**config.mk**
```make
export PLATFORM = sky130hd
export DESIGN_NAME = shadow_pwm
export DESIGN_NICKNAME = d
export VERILOG_FILES = /design/src/rtl/spwm_pkg.sv /design/src/rtl/spwm_alias.sv /design/src/rtl/spwm_regs.sv /design/src/rtl/spwm_prescale.sv /design/src/rtl/spwm_channel.sv /design/src/rtl/shadow_pwm.sv
export SDC_FILE = /design/constraint.sdc
export NUM_CORES = 1
export LEC_CHECK = 0
export ABC_AREA = 1
export ABC_CLOCK_PERIOD_IN_PS = 3600
export BUFFER_PORTS_ARGS = -buffer_cell sky130_fd_sc_hd__buf_4
export CAP_MARGIN = 10
export CELL_PAD_IN_SITES_DETAIL_PLACEMENT = 0
export CELL_PAD_IN_SITES_GLOBAL_PLACEMENT = 1
export CORE_MARGIN = 5
export CORE_UTILIZATION = 49
export CTS_BUF_LIST = sky130_fd_sc_hd__clkbuf_16
export CTS_CLUSTER_DIAMETER = 150
export DETAILED_ROUTE_END_ITERATION = 6
export HOLD_SLACK_MARGIN = 0.1
export PLACE_DENSITY = 0.91
export REMOVE_ABC_BUFFERS = 1
export SKIP_CTS_REPAIR_TIMING = 1
export SLEW_MARGIN = 0
export SYNTH_ARGS = -nofsm -noshare
export SYNTH_HDL_FRONTEND = slang
export SYNTH_SLANG_ARGS = --single-unit
```
**constraint.sdc**
```tcl
create_clock -name clk -period 3.6 [get_ports clk]
set_input_delay 0.54 -clock clk [delete_from_list [all_inputs] [get_ports clk]]
set_output_delay 0.54 -clock clk [all_outputs]
set_load 0.02 [all_outputs]
```
**src/rtl/spwm_pkg.sv**
```systemverilog
`timescale 1ns/1ps
package spwm_pkg;
   localparam int PERIOD_W  = 16;
   localparam int MAX_SHIFT = 10;
   localparam int PER_BITS  = 23;

   typedef enum logic [1:0] {
      OP_WRITE  = 2'd0,
      OP_SET    = 2'd1,
      OP_CLEAR  = 2'd2,
      OP_TOGGLE = 2'd3
   } alias_op_e;

   typedef struct packed {
      logic [PERIOD_W-1:0] stop_cnt;
      logic [PERIOD_W-1:0] start_cnt;
   } win_cfg_t;

   typedef struct packed {
      logic [2:0]          div_code;
      logic [1:0]          idle_lvl;
      logic [1:0]          win_lvl;
      logic [PERIOD_W-1:0] period;
   } tim_cfg_t;

   // Divider exponent: linear up to 4, then steps of two.
   function automatic int shift_of_code(input logic [2:0] code);
      return (code < 3'd5) ? int'(code) : 2 * int'(code) - 4;
   endfunction

   function automatic logic lvl_drive(input logic [1:0] lvl);
      return lvl == 2'b11;
   endfunction
endpackage

```
**src/rtl/spwm_alias.sv**
```systemverilog
`timescale 1ns/1ps
module spwm_alias
   import spwm_pkg::*;
#(
   parameter int W = 32
) (
   input  logic [W-1:0] cur,
   input  logic [W-1:0] wd,
   input  alias_op_e    op,
   output logic [W-1:0] nxt
);
   if (W < 1) begin : g_bad_w
      $error("spwm_alias: W must be positive");
   end

   always_comb begin
      case (op)
         OP_SET:    nxt = cur | wd;
         OP_CLEAR:  nxt = cur & ~wd;
         OP_TOGGLE: nxt = cur ^ wd;
         default:   nxt = wd;
      endcase
   end
endmodule

```
**src/rtl/spwm_regs.sv**
```systemverilog
`timescale 1ns/1ps
module spwm_regs
   import spwm_pkg::*;
#(
   parameter int NCH    = 4,
   parameter int ADDR_W = 8
) (
   input  logic              clk,
   input  logic              rst_n,
   input  logic              bus_wr,
   input  logic [ADDR_W-1:0] bus_addr,
   input  logic [31:0]       bus_wdata,
   output logic [31:0]       bus_rdata,
   output logic [NCH-1:0]    ch_en,
   output win_cfg_t          win_cfg [NCH],
   output tim_cfg_t          tim_cfg [NCH],
   output logic [NCH-1:0]    tim_wr
);
   localparam int IDX_W = ADDR_W - 4;

   logic [IDX_W-1:0] idx;
   alias_op_e        op;
   logic             wr_ok;
   logic [NCH-1:0]   ctrl_q, ctrl_nxt;
   logic [31:0]      win_rd [NCH];
   logic [PER_BITS-1:0] tim_rd [NCH];

   assign idx   = bus_addr[ADDR_W-1:4];
   assign op    = alias_op_e'(bus_addr[3:2]);
   assign wr_ok = bus_wr && (bus_addr[1:0] == 2'b00);

   spwm_alias #(.W(NCH)) u_ctrl_alias (
      .cur(ctrl_q), .wd(bus_wdata[NCH-1:0]), .op(op), .nxt(ctrl_nxt)
   );

   always_ff @(posedge clk or negedge rst_n) begin
      if (!rst_n)                          ctrl_q <= '0;
      else if (wr_ok && idx == IDX_W'(0))  ctrl_q <= ctrl_nxt;
   end
   assign ch_en = ctrl_q;

   for (genvar n = 0; n < NCH; n++) begin : g_ch
      localparam logic [IDX_W-1:0] WIN_IDX = IDX_W'(2 * n + 1);
      localparam logic [IDX_W-1:0] TIM_IDX = IDX_W'(2 * n + 2);

      win_cfg_t            win_r;
      logic [PER_BITS-1:0] tim_r, tim_nxt;
      logic [31:0]         win_nxt;
      logic                win_hit, tim_hit;

      assign win_hit = wr_ok && (idx == WIN_IDX);
      assign tim_hit = wr_ok && (idx == TIM_IDX);

      spwm_alias #(.W(32)) u_win_alias (
         .cur(win_r), .wd(bus_wdata), .op(op), .nxt(win_nxt)
      );
      spwm_alias #(.W(PER_BITS)) u_tim_alias (
         .cur(tim_r), .wd(bus_wdata[PER_BITS-1:0]), .op(op), .nxt(tim_nxt)
      );

      always_ff @(posedge clk or negedge rst_n) begin
         if (!rst_n) begin
            win_r <= '0;
            tim_r <= '0;
         end else begin
            if (win_hit) win_r <= win_nxt;
            if (tim_hit) tim_r <= tim_nxt;
         end
      end

      assign win_cfg[n] = win_r;
      assign tim_cfg[n] = tim_cfg_t'(tim_r);
      assign tim_wr[n]  = tim_hit;
      assign win_rd[n]  = win_r;
      assign tim_rd[n]  = tim_r;
   end

   always_comb begin
      bus_rdata = '0;
      if (idx == IDX_W'(0)) bus_rdata[NCH-1:0] = ctrl_q;
      for (int k = 0; k < NCH; k++) begin
         if (idx == IDX_W'(2 * k + 1)) bus_rdata = win_rd[k];
         if (idx == IDX_W'(2 * k + 2)) bus_rdata = {{(32 - PER_BITS){1'b0}}, tim_rd[k]};
      end
   end

   // set alias leaves every written-one bit set
   assert_ctrl_set_R3: assert property (@(posedge clk) disable iff (!rst_n)
      (wr_ok && idx == IDX_W'(0) && op == OP_SET)
      |=> ((ctrl_q & $past(bus_wdata[NCH-1:0])) == $past(bus_wdata[NCH-1:0])));

   // clear alias leaves every written-one bit clear
   assert_ctrl_clr_R3: assert property (@(posedge clk) disable iff (!rst_n)
      (wr_ok && idx == IDX_W'(0) && op == OP_CLEAR)
      |=> ((ctrl_q & $past(bus_wdata[NCH-1:0])) == '0));
endmodule

```
**src/rtl/spwm_prescale.sv**
```systemverilog
`timescale 1ns/1ps
module spwm_prescale
   import spwm_pkg::*;
#(
   parameter int DIV_W = MAX_SHIFT
) (
   input  logic       clk,
   input  logic       rst_n,
   input  logic       run,
   input  logic [2:0] div_code,
   output logic       tick
);
   if (DIV_W < MAX_SHIFT) begin : g_bad_div
      $error("spwm_prescale: DIV_W too small for the largest ratio");
   end

   logic [DIV_W-1:0] div_q, lim;

   assign lim  = DIV_W'((32'd1 << shift_of_code(div_code)) - 32'd1);
   assign tick = run && (div_q == lim);

   always_ff @(posedge clk or negedge rst_n) begin
      if (!rst_n)            div_q <= '0;
      else if (!run || tick) div_q <= '0;
      else                   div_q <= div_q + 1'b1;
   end

   // every tick restarts the divider
   assert_tick_restart_R5: assert property (@(posedge clk) disable iff (!rst_n)
      tick |=> (div_q == '0));
endmodule

```
**src/rtl/spwm_channel.sv**
```systemverilog
`timescale 1ns/1ps
module spwm_channel
   import spwm_pkg::*;
#(
   parameter bit OUT_REG = 1'b0,
   parameter int DIV_W   = MAX_SHIFT
) (
   input  logic     clk,
   input  logic     rst_n,
   input  logic     en,
   input  win_cfg_t win_stg,
   input  tim_cfg_t tim_stg,
   input  logic     tim_wr,
   output logic     pwm
);
   win_cfg_t            sh_win;
   tim_cfg_t            sh_tim;
   logic [PERIOD_W-1:0] cnt_q;
   logic                arm_q, tick, wrap, in_win, lvl;

   spwm_prescale #(.DIV_W(DIV_W)) u_pre (
      .clk(clk), .rst_n(rst_n), .run(en),
      .div_code(sh_tim.div_code), .tick(tick)
   );

   assign wrap = tick && (cnt_q == sh_tim.period);

   always_ff @(posedge clk or negedge rst_n) begin
      if (!rst_n)     cnt_q <= '0;
      else if (!en)   cnt_q <= '0;
      else if (wrap)  cnt_q <= '0;
      else if (tick)  cnt_q <= cnt_q + 1'b1;
   end

   // A timing write arms the load; the boundary or idling consumes it.
   always_ff @(posedge clk or negedge rst_n) begin
      if (!rst_n)            arm_q <= 1'b0;
      else if (tim_wr)       arm_q <= 1'b1;
      else if (!en || wrap)  arm_q <= 1'b0;
   end

   always_ff @(posedge clk or negedge rst_n) begin
      if (!rst_n) begin
         sh_win <= '0;
         sh_tim <= '0;
      end else if (!en || (wrap && arm_q)) begin
         sh_win <= win_stg;
         sh_tim <= tim_stg;
      end
   end

   assign in_win = en && (cnt_q >= sh_win.start_cnt) && (cnt_q < sh_win.stop_cnt);
   assign lvl    = in_win ? lvl_drive(sh_tim.win_lvl) : lvl_drive(sh_tim.idle_lvl);

   if (OUT_REG) begin : g_out_flop
      always_ff @(posedge clk or negedge rst_n) begin
         if (!rst_n) pwm <= 1'b0;
         else        pwm <= lvl;
      end
   end else begin : g_out_comb
      assign pwm = lvl;
   end

   // an idle channel sits at count zero
   assert_idle_hold_R10: assert property (@(posedge clk) disable iff (!rst_n)
      !en |=> (cnt_q == '0));

   // the count never passes the applied period
   assert_cnt_bound_R4: assert property (@(posedge clk) disable iff (!rst_n)
      cnt_q <= sh_tim.period);

   // applied settings change only at a wrap while running
   assert_shadow_hold_R8: assert property (@(posedge clk) disable iff (!rst_n)
      (en && !wrap) |=> ($stable(sh_win) && $stable(sh_tim)));
endmodule

```
**src/rtl/shadow_pwm.sv**
```systemverilog
`timescale 1ns/1ps
module shadow_pwm
   import spwm_pkg::*;
#(
   parameter int NCH     = 4,
   parameter int ADDR_W  = 8,
   parameter bit OUT_REG = 1'b0
) (
   input  logic              clk,
   input  logic              rst_n,
   input  logic              bus_wr,
   input  logic [ADDR_W-1:0] bus_addr,
   input  logic [31:0]       bus_wdata,
   output logic [31:0]       bus_rdata,
   output logic [NCH-1:0]    pwm_o
);
   localparam int MAP_BYTES = (2 * NCH + 1) * 16;

   if (NCH < 1 || NCH > 8) begin : g_bad_nch
      $error("shadow_pwm: NCH must be 1 to 8");
   end
   if (ADDR_W < $clog2(MAP_BYTES) || ADDR_W < 5) begin : g_bad_addr
      $error("shadow_pwm: ADDR_W too narrow for the register map");
   end

   logic [NCH-1:0] ch_en, tim_wr;
   win_cfg_t       win_cfg [NCH];
   tim_cfg_t       tim_cfg [NCH];

   spwm_regs #(.NCH(NCH), .ADDR_W(ADDR_W)) u_regs (
      .clk(clk), .rst_n(rst_n),
      .bus_wr(bus_wr), .bus_addr(bus_addr), .bus_wdata(bus_wdata),
      .bus_rdata(bus_rdata),
      .ch_en(ch_en), .win_cfg(win_cfg), .tim_cfg(tim_cfg), .tim_wr(tim_wr)
   );

   for (genvar n = 0; n < NCH; n++) begin : g_chan
      spwm_channel #(.OUT_REG(OUT_REG)) u_chan (
         .clk(clk), .rst_n(rst_n), .en(ch_en[n]),
         .win_stg(win_cfg[n]), .tim_stg(tim_cfg[n]), .tim_wr(tim_wr[n]),
         .pwm(pwm_o[n])
      );
   end
endmodule

```
======== Yosys cells after proc, flatten, opt, wreduce, memory -nomap -nowiden ========
Cells that the tools add are included.
operators by class
  eq/ne operators ......................... 31
  bitwise gates (word level) .............. 30
  add/subtract/negate cells ............... 16
  reductions and logical operators ........ 52
  muxes and demuxes ....................... 50
  shift operators ......................... 4
  $lt $le $gt $ge ......................... 12
operators by type and width
  kind                     count
  $mux W32                 12
  $pmux W32 S3             4
  $pmux W23 S3             4
  $mux W16                 12
  $and A32 B32 Y32         4
  $or A32 B32 Y32          4
  $shl A1 B32 Y10 const A  4
  $xor A32 B32 Y32         4
  $and A23 B23 Y23         4
  $or A23 B23 Y23          4
  $xor A23 B23 Y23         4
  $add A16 B1 Y16 const B  4
  $eq A16 B16 Y1           4
  $ge A16 B16 Y1           4
  $lt A16 B16 Y1           4
  $add A10 B1 Y10 const B  4
  $eq A10 B10 Y1           4
  $mux W10                 4
  $sub A10 B1 Y10 const B  4
  $not A32 Y32             1
  $logic_and A1 B1 Y1      30
  $not A23 Y23             1
  $eq A2 B2 Y1 const B     10
  $sub A4 B3 Y5 const B    4
  other kinds (19)         57
storage, ports and cells
  output and inout port bits .............. 36
  logic and storage cells ................. 244
  register bits after elaboration ......... 552

======== Logic depth before layout (Yosys ltp) ========
Gate-level depths: netlist (run 1).
  word-level depth ........................ 10
  gate-level depth with buffers ........... 21

======== By module ========
A second synthesis (run 1) with hierarchy kept.
second synthesis, totals
  cell total of the unflattened synthesis .. 6,099
  area, all modules ....................... 45,074.5 um^2
modules (own cells, without submodules)
  module                                       cells an instance  times used  area each (um^2)  seq. area each (um^2)
  spwm_regs                                    1,078              1           10,571.4          5,605.4
  spwm_channel (g_chan[0].u_chan ...)          562                2           4,274.1           1,801.7
  spwm_alias (u_regs.g_ch[0].u_win_alias ...)  343                4           2,094.5           0.0
  spwm_alias (u_regs.g_ch[0].u_tim_alias ...)  247                4           1,525.2           0.0
  spwm_channel (g_chan[2].u_chan)              553                1           4,275.4           1,801.7
  spwm_channel (g_chan[3].u_chan)              555                1           4,222.8           1,801.7
  spwm_prescale                                97                 4           671.9             250.2
  spwm_alias (u_regs.u_ctrl_alias)             41                 1           290.3             0.0

======== Least setup slack after synthesis (run 1) ========
Ideal clock, no wire load.
  kind .................................... register -> register
  start ................................... register g_chan[1].u_chan.sh_tim[21] (netlist name)
  end ..................................... register g_chan[1].u_chan.sh_tim[22] (netlist name)
  setup time .............................. 0.117 ns
  buffers on the path ..................... 1
  setup slack ............................. 0.877 ns
  period minus slack after synthesis ...... 2.723 ns
  data arrival time ....................... 2.606 ns
  stages on the path, launching flop included .. 19
  cells stage by stage .................... dfrtp_1 inv_1 ha_1 nand2_2 nand2_4 nand2_2 nand2_4 nor2_2 nand2_1 ha_1 xor2_1 nand3_1 nor3_2 nand3_2 nand2_4 nand3_4 buf_6 nand2_1 nand2_1
between the ends
  word-level cells in the longest chain between the ends .. 9
ends and longest elaborated chain
  item                                           RTL line             text
  from (decl)                                    spwm_channel.sv:17   tim_cfg_t sh_tim;
  from (signal assigned)                         spwm_channel.sv:48   sh_tim <= tim_stg;
  $sub A4 B3 Y5 or $lt A3 B3 Y1 (tied branches)  spwm_pkg.sv:28       return (code < 3'd5) ? int'(code) : 2 * int'(code) - 4;
  $mux W32 (*)                                   spwm_pkg.sv:28
  $shl A1 B32 Y10 (*)                            spwm_prescale.sv:19  assign lim = DIV_W'((32'd1 << shift_of_code(div_code)) - 32'd1);
  $sub A10 B1 Y10 (*)                            spwm_prescale.sv:19
  $eq A10 B10 Y1 (*)                             spwm_prescale.sv:20  assign tick = run && (div_q == lim);
  $logic_and A1 B1 Y1 (*)                        spwm_prescale.sv:20
  $logic_and A1 B1 Y1 (*)                        spwm_channel.sv:26   assign wrap = tick && (cnt_q == sh_tim.period);
  $logic_and A1 B1 Y1 (*)                        spwm_channel.sv:46   end else if (!en || (wrap && arm_q)) begin
  $logic_or A1 B1 Y1 (*)                         spwm_channel.sv:46
Every way passes the cells marked *; elsewhere a longest branch is shown, timed or not.
A chain may end at the register's enable or synchronous reset.

======== Worst setup path in the final report (run 1) ========
  start ................................... register g_chan[1].u_chan.cnt_q[7]
  end ..................................... output port pwm_o[1]
between the ends
  word-level cells in the longest chain between the ends .. 4
ends and longest elaborated chain
  item                     RTL line            text
  from (decl)              spwm_channel.sv:18  logic [PERIOD_W-1:0] cnt_q;
  from (signal assigned)   spwm_channel.sv:32  else if (tick) cnt_q <= cnt_q + 1'b1;
  $ge A16 B16 Y1           spwm_channel.sv:52  assign in_win = en && (cnt_q >= sh_win.start_cnt) && (cnt_q < sh_win.stop_cnt);
  $logic_and A1 B1 Y1      spwm_channel.sv:52
  $logic_and A1 B1 Y1 (*)  spwm_channel.sv:52
  $mux W1 (*)              spwm_channel.sv:53  assign lvl = in_win ? lvl_drive(sh_tim.win_lvl) : lvl_drive(sh_tim.idle_lvl);
  to (decl)                shadow_pwm.sv:15    output logic [NCH-1:0] pwm_o
Marks and branches as above.

==> flow_summary.toml, run 1 <==
[layout]
drive_above_1_share_pct = 6.83
antenna_cells = 0
syn2layout_area_growth_pct = 10.9
fin_nets = 5280
stdcell_area_um2 = 42100

[flow_run]
cap_violations = 0

[clock_tree]
clkTransAtPathRegs_ps = 60
htreeDepth = 3
clkSinkCount = 552
cts_tree = "done"
root_buffer = "clkbuf_16"
cts_buffer_depth = 3
clock_latency_ps = 620
numCtsBuffers = 67

[setup_path]
path_common_cell = "nand2_1"
arrival_ps = 2930
crit_start = "g_chan[1].u_chan.cnt_q[7]"
cp-end-kind = "output pin"
crit_required_ps = 3060
crit_chain = "ha_1 > nand2_1 > nor2_2 > nand2_1 > o211ai_1 > nand2_1 > nand3_1 > nand3_2 > nand2_1 > o21ai_0 > nor2_1 > buf_4"
crit_slowest_cell = "dfrtp_1"
crit_fanout = 5
slowest_delay_ps = 480
setup.worst_path.class = "reg2out"
startpoint_type = "flop"
r2r_start = "g_chan[1].u_chan.sh_tim[21]"

[routing]
ant_nets = 0
via_per_inst = 5.77
post_drt_wl_per_cell_um = 20.5
wirelength_um = 118000
first_pass_iters = 5
vias = 33100
post-route-drc-count = 0
drtIter0Drc = 3161

[yosys]
synth_sequential_area_ratio_pct = 36.4
synth.distinct_cells = 46
ys.flop_type = "dfrtp_1"
synth_edf_count = 0
synth_top_family_by_area = "adder cells"
yosysWarningCount = 0
synth_mux_area_share_pct = 0
synth_compound_area_share_pct = 17.1
synth_fa_ha_area_share_pct = 19.3
async_reset_ff_share_pct = 100
synth_xor_area_share_pct = 2.22
synth-seq-cells = 552
synth_simple_gate_area_share_pct = 16.9
synthCells = 4631
synth_area_um2 = 37900
syn_area_per_cell_um2 = 8.19

[floorplan]
core_um2 = 77100
num_rows = 102
die_w_um = 288
die_area_um2 = 83100
start_util_pct = 49.2
ios = 79
die_y_um = 288

[place]
pre_cts_ws_ps = 366
place_area_um2 = 39900
hpwl_um = 82600
place_congestion = 0.895
io_buffers = 78

[power]
power_mw = 23.8
ir_worst_vdd_mv = 0.347
p_per_area_nw_per_um2 = 565
p_leak_nw = 20.9

[sta]
period_share_pct = 96.5
min_period_ps = 3470
finalSetupViolCount = 0
timing.final.ws_setup_ps = 127
holdWs_ps = 469
drv_slew = 0
hold_viol = 0
slew_headroom_pct = 33.6
timing.setup.tns_ps = 0
tightest_slew_ps = 992
skew_ps = 22.9
max_freq_ghz = 0.288

[global_route]
grt_pass1_wl_um = 183000
grt_pass1_vias = 30900
grt_usage_pct = 27.8
antenna_found_initial = 1
grt_overflow = 0
grt_start_max_net_pins = 111

[worst_hold_path]
min_from = "g_chan[1].u_chan.sh_win[30]"
hold_class = "reg2reg"

[outcome]
status = "finished, final reports clean"
-- cell type report --
cell class | count | area, µm²
tap | 1040 | 1300
sequential | 552 | 13800
clock inverter | 48 | 345
timing repair buffer | 167 | 1540
inverter | 567 | 2140
clock buffer | 70 | 1750
multi-input combinational | 3297 | 21200
fill | 7187 | 35000
-- cell usage after synthesis (all sizes together), types with 12 or more instances --
| cell | instances | area, µm² |
|---|---|---|
| ha | 585 | 7320 |
| a21oi | 285 | 1430 |
| o211ai | 130 | 976 |
| o22ai | 25 | 156 |
| nand2 | 942 | 3580 |
| a2111oi | 87 | 762 |
| clkbuf | 151 | 567 |
| o21ai | 476 | 2380 |
| nor2 | 228 | 868 |
| xnor2 | 20 | 175 |
| inv | 561 | 2110 |
| nand3 | 74 | 398 |
| xor2 | 76 | 666 |
| dfrtp | 552 | 13800 |
| or2 | 15 | 93.8 |
| o221ai | 32 | 280 |
| buf | 64 | 370 |
| nor3 | 124 | 626 |
| nor4 | 16 | 100 |
| a22oi | 13 | 97.6 |
| nand4 | 109 | 682 |
| o21a | 20 | 150 |
| o2111ai | 12 | 105 |
-- logic make-up (layout without fill, tap and decap cells) --
kind of cell,after synthesis,count (layout)
flops,552,552
buf+inv,782,852
compound gates,1099,1099
simple gates,1517,1517
xor+xnor,96,96
fa+ha+maj,585,585
-- worst max-delay path: cells and delay by family, from the launching register on --
| family | cells | cell delay [ps] |
|---|---|---|
| adders and majority gates | 1 | 340 |
| AOI/OAI and AO/OA | 2 | 280 |
| buffers and inverters | 1 | 180 |
| DFF | 1 | 480 |
| and+or+nand+nor | 8 | 1040 |
-- worst paths after layout --
path / end / slack, ps / cells after the start
setup / recovery: pwm_o[1] / 130 / 12
hold / removal: g_chan[1].u_chan.sh_win[30] / 470 / 2
setup reg to reg: g_chan[1].u_chan.cnt_q[15] / 340 / 18
hold reg to reg: g_chan[1].u_chan.sh_win[30] / 470 / 2
max in group asynchronous: u_regs.g_ch[1].tim_r[21] / 2090 / 3
min in group asynchronous: g_chan[3].u_chan.sh_win[31] / 480 / 2
-- layer usage --
layer | vias up | share of wire, % | track usage (%)
met2 | 1247 | 43 | 41.2
met5 | - | 0 | 0
met3 | 214 | 7.3 | 4.24
met1 | 15900 | 46 | 40.9
li1 | 15700 | - | -
met4 | 0 | 4.2 | 11.3
-- state kept, by name (all words and copies together), names as in the netlist --
name	flops
g_chan.u_chan.arm_q	4
g_chan.u_chan.cnt_q	64
g_chan.u_chan.sh_tim	92
g_chan.u_chan.sh_win	128
g_chan.u_chan.u_pre.div_q	40
u_regs.ch_en	4
u_regs.g_ch.tim_r	92
u_regs.win_cfg	128
-- power breakdown --
part           switching (mW)  internal, mW  total (mW)
clock network            2.87          3.81        6.68
logic                    4.82          2.71        7.53
registers                1.59          7.97        9.57
-- placed cells by master (no fill, tap or decap), types with 12 or more instances in the layout --
cell	synthesis	layout
nor4_1	16	16
a2111oi_0	87	87
xor2_1	76	76
buf_12	0	22
nor3_1	123	122
nand2_1	933	929
xnor2_1	20	20
nand3_1	70	67
dfrtp_1	552	544
inv_1	556	569
o21ai_1	32	31
o2111ai_1	12	12
a22oi_1	13	13
o221ai_1	32	32
nand4_1	109	109
or2_2	14	14
nor2_1	223	215
o21ai_0	444	443
a21oi_1	284	284
o21a_1	20	20
ha_1	585	585
clkbuf_16	0	70
o211ai_1	130	130
buf_4	5	143
o22ai_1	25	25
clkinv_1	6	22
-- stage by stage --
step,util [%],instances
finish,54.6,5741
global route,54.6,5741
CTS,54.5,5740
detailed placement,51.8,5622
global placement,51.8,5622
floorplan,-,4416
(Power assumes the default switching activity.)
==> run 2: changes to the inputs <==
--- a/config.mk
+++ b/config.mk
@@ -7,18 +7,17 @@
 export LEC_CHECK = 0
 export ABC_AREA = 1
 export ABC_CLOCK_PERIOD_IN_PS = 3600
-export BUFFER_PORTS_ARGS = -buffer_cell sky130_fd_sc_hd__buf_4
 export CAP_MARGIN = 10
 export CELL_PAD_IN_SITES_DETAIL_PLACEMENT = 0
 export CELL_PAD_IN_SITES_GLOBAL_PLACEMENT = 1
 export CORE_MARGIN = 5
-export CORE_UTILIZATION = 49
+export CORE_UTILIZATION = 50
 export CTS_BUF_LIST = sky130_fd_sc_hd__clkbuf_16
 export CTS_CLUSTER_DIAMETER = 150
 export DETAILED_ROUTE_END_ITERATION = 6
+export DONT_BUFFER_PORTS = 1
 export HOLD_SLACK_MARGIN = 0.1
-export PLACE_DENSITY = 0.91
-export REMOVE_ABC_BUFFERS = 1
+export PLACE_DENSITY = 0.92
 export SKIP_CTS_REPAIR_TIMING = 1
 export SLEW_MARGIN = 0
 export SYNTH_ARGS = -nofsm -noshare
==> run 2 against run 1 <==
  * The flow now finishes with violations (negative hold slack, max-slew violations)
  * Design area shrank 1.3%
  * Clock power shrank 0.9%
  * Critical endpoint is now pwm_o[2]
  * Largest power group unchanged
  * Count of clock-buffer cells in the layout is the same
==> flow_summary.toml, run 2 (synthesis results as in run 1) <==
[place]
io_buffers = 0
hpwl_um = 81800
place_congestion = 0.884
dp.cells = 5499

[floorplan]
die_w_um = 285
ios = 79
num_rows = 101
start_util_pct = 50.2
core_um2 = 75600
die_y_um = 285
die_area_um2 = 81500

[global_route]
grt_pass1_vias = 31000
grt_overflow = 0
grt_start_max_net_pins = 553
grt_pass1_wl_um = 182000
grt_usage_pct = 28.0
antenna_found_initial = 6

[clock_tree]
clkTransAtPathRegs_ps = 60
clkSinkCount = 552
cts_buffer_depth = 3
cts_tree = "done"
root_buffer = "clkbuf_16"
numCtsBuffers = 69
clock_latency_ps = 620
htreeDepth = 3

[power]
p_per_area_nw_per_um2 = 567
pwr-share-clk_pct = 28.1
p_comb_share_pct = 31.3
p_sw_share_pct = 38.8
p_sw_mw = 9.14
p_int_mw = 14.4
ir_worst_vdd_mv = 0.394
seqPwrFrac_pct = 40.6
p_leak_nw = 20.6

[setup_path]
setup.worst_path.class = "reg2out"
cp-end-kind = "output pin"
crit_slowest_cell = "dfrtp_1"
slowest_delay_ps = 490
crit_fanout = 6
reg2regPathDepth = 18
r2r_start = "g_chan[1].u_chan.sh_tim[21]"
crit_chain = "ha_1 > nand4_1 > nor3_1 > nand3_1 > nand3_1 > nand3_1 > nand2_1 > o21ai_0 > nor2_1 > buf_4 > buf_4"
crit_end = "pwm_o[2]"
r2r_slack_ps = 330
r2r-end = "g_chan[1].u_chan.sh_win[4]"
crit_required_ps = 3060
arrival_ps = 2910
startpoint_type = "flop"
crit_start = "g_chan[2].u_chan.cnt_q[12]"
path_common_cell = "nand3_1"

[layout]
drive_above_1_share_pct = 5.38
mostFrequentLayoutCells = "nand2_1, ha_1, inv_1, dfrtp_1, o21ai_0"
syn2layout_area_growth_pct = 9.40
final_common_cell = "nand2_1"
fin_nets = 5220
fin_cells = 5624

[flow_run]
cap_violations = 0

[routing]
wirelength_um = 117000
via_per_inst = 5.85
vias = 32900
first_pass_iters = 7
ant_nets = 0
drtIter0Drc = 3248
post-route-drc-count = 0
post_drt_wl_per_cell_um = 20.8

[sta]
period_share_pct = 95.8
drv_slew = 459
finalSetupViolCount = 0
skew_ps = 29.8
tightest_slew_ps = 3910
timing.setup.tns_ps = 0
hold_viol = 102
holdWs_ps = -348
min_period_ps = 3450
grt_setup_unrepaired = "no"
slew_headroom_pct = -161
max_freq_ghz = 0.290

[outcome]
status = "finished with violations"
violations = "negative hold slack, max-slew violations"

[worst_hold_path]
hold_class = "in2async"

[yosys]
synth_nets = 5259
-- run 2: cell count changes in the layout (fill, tap and decap cells not counted), moves of 3 or more --
cell and delta:
buf_12 +4, buf_4 -64, clkinv_1 +3, dfrtp_1 +8, dfrtp_2 -8
-- run 2: critical path: cells and delay by family, from the launching register on --
kind                     cells  cell delay [ps]
buffers and inverters        2              330
flip-flops                   1              490
adder cells (fa/ha/maj)      1              340
AO/OA/AOI/OAI                1               80
AND/OR/NAND/NOR              7             1050
-- run 2: cell type report --
cell class / instances / area [µm²]
Clock buffer: 70 / 1750
Timing Repair Buffer: 105 / 1110
Multi-Input combinational cell: 3297 / 21100
Sequential cell: 552 / 13800
Antenna cell: 2 / 5.00
Fill cell: 6929 / 34100
Clock inverter: 53 / 335
Tap cell: 978 / 1220
Inverter: 567 / 2140
-- run 2: per-stage QoR --
stage / setup slack, ps / instance area (µm²) / power (mW) / utilization (%) / hold WS, ps
3_3_place_gp: 450 / 39400 / 16.6 / 52.2 / 279
5_1_grt: 0.397 / 41500 / 25.2 / 54.9 / -366
2_1_floorplan: 877 / 37900 / 14.4 / - / 244
4_1_cts: 46.4 / 41500 / 23.6 / 54.9 / -380
3_5_place_dp: 362 / 39400 / 16.9 / 52.2 / 278
6_report: 152 / 41500 / 23.5 / 54.9 / -348
-- run 2: power by group through the flow --
stage               Sequential, mW  Clock, mW  Combinational, mW
floorplan                     8.95          0               5.49
global placement              9.57          0               7.05
detailed placement            9.61          0               7.28
CTS                           9.52       6.70               7.35
global route                  9.73       6.95               8.51
finish                        9.55       6.62               7.38
-- run 2: worst min-delay path by stage --
stage | slack [ps] | to
finish | -350 | g_chan[3].u_chan.u_pre.div_q[1]
CTS | -380 | g_chan[3].u_chan.cnt_q[14]
global placement | 280 | g_chan[3].u_chan.sh_win[13]
global route | -370 | g_chan[3].u_chan.u_pre.div_q[1]
floorplan | 240 | g_chan[0].u_chan.arm_q
detailed placement | 280 | g_chan[3].u_chan.u_pre.div_q[1]
-- run 2: metal layers --
metal / part of all wire [%] / wire (µm) / track usage, % / up-vias
met3: 7.7 / 8990 / 4.66 / 251
met4: 4.5 / 5240 / 11.5 / 2
met1: 44 / 50900 / 39.4 / 15800
met5: 0.0060 / 7 / 0 / -
li1: - / - / - / 15600
met2: 44 / 51600 / 43.4 / 1200
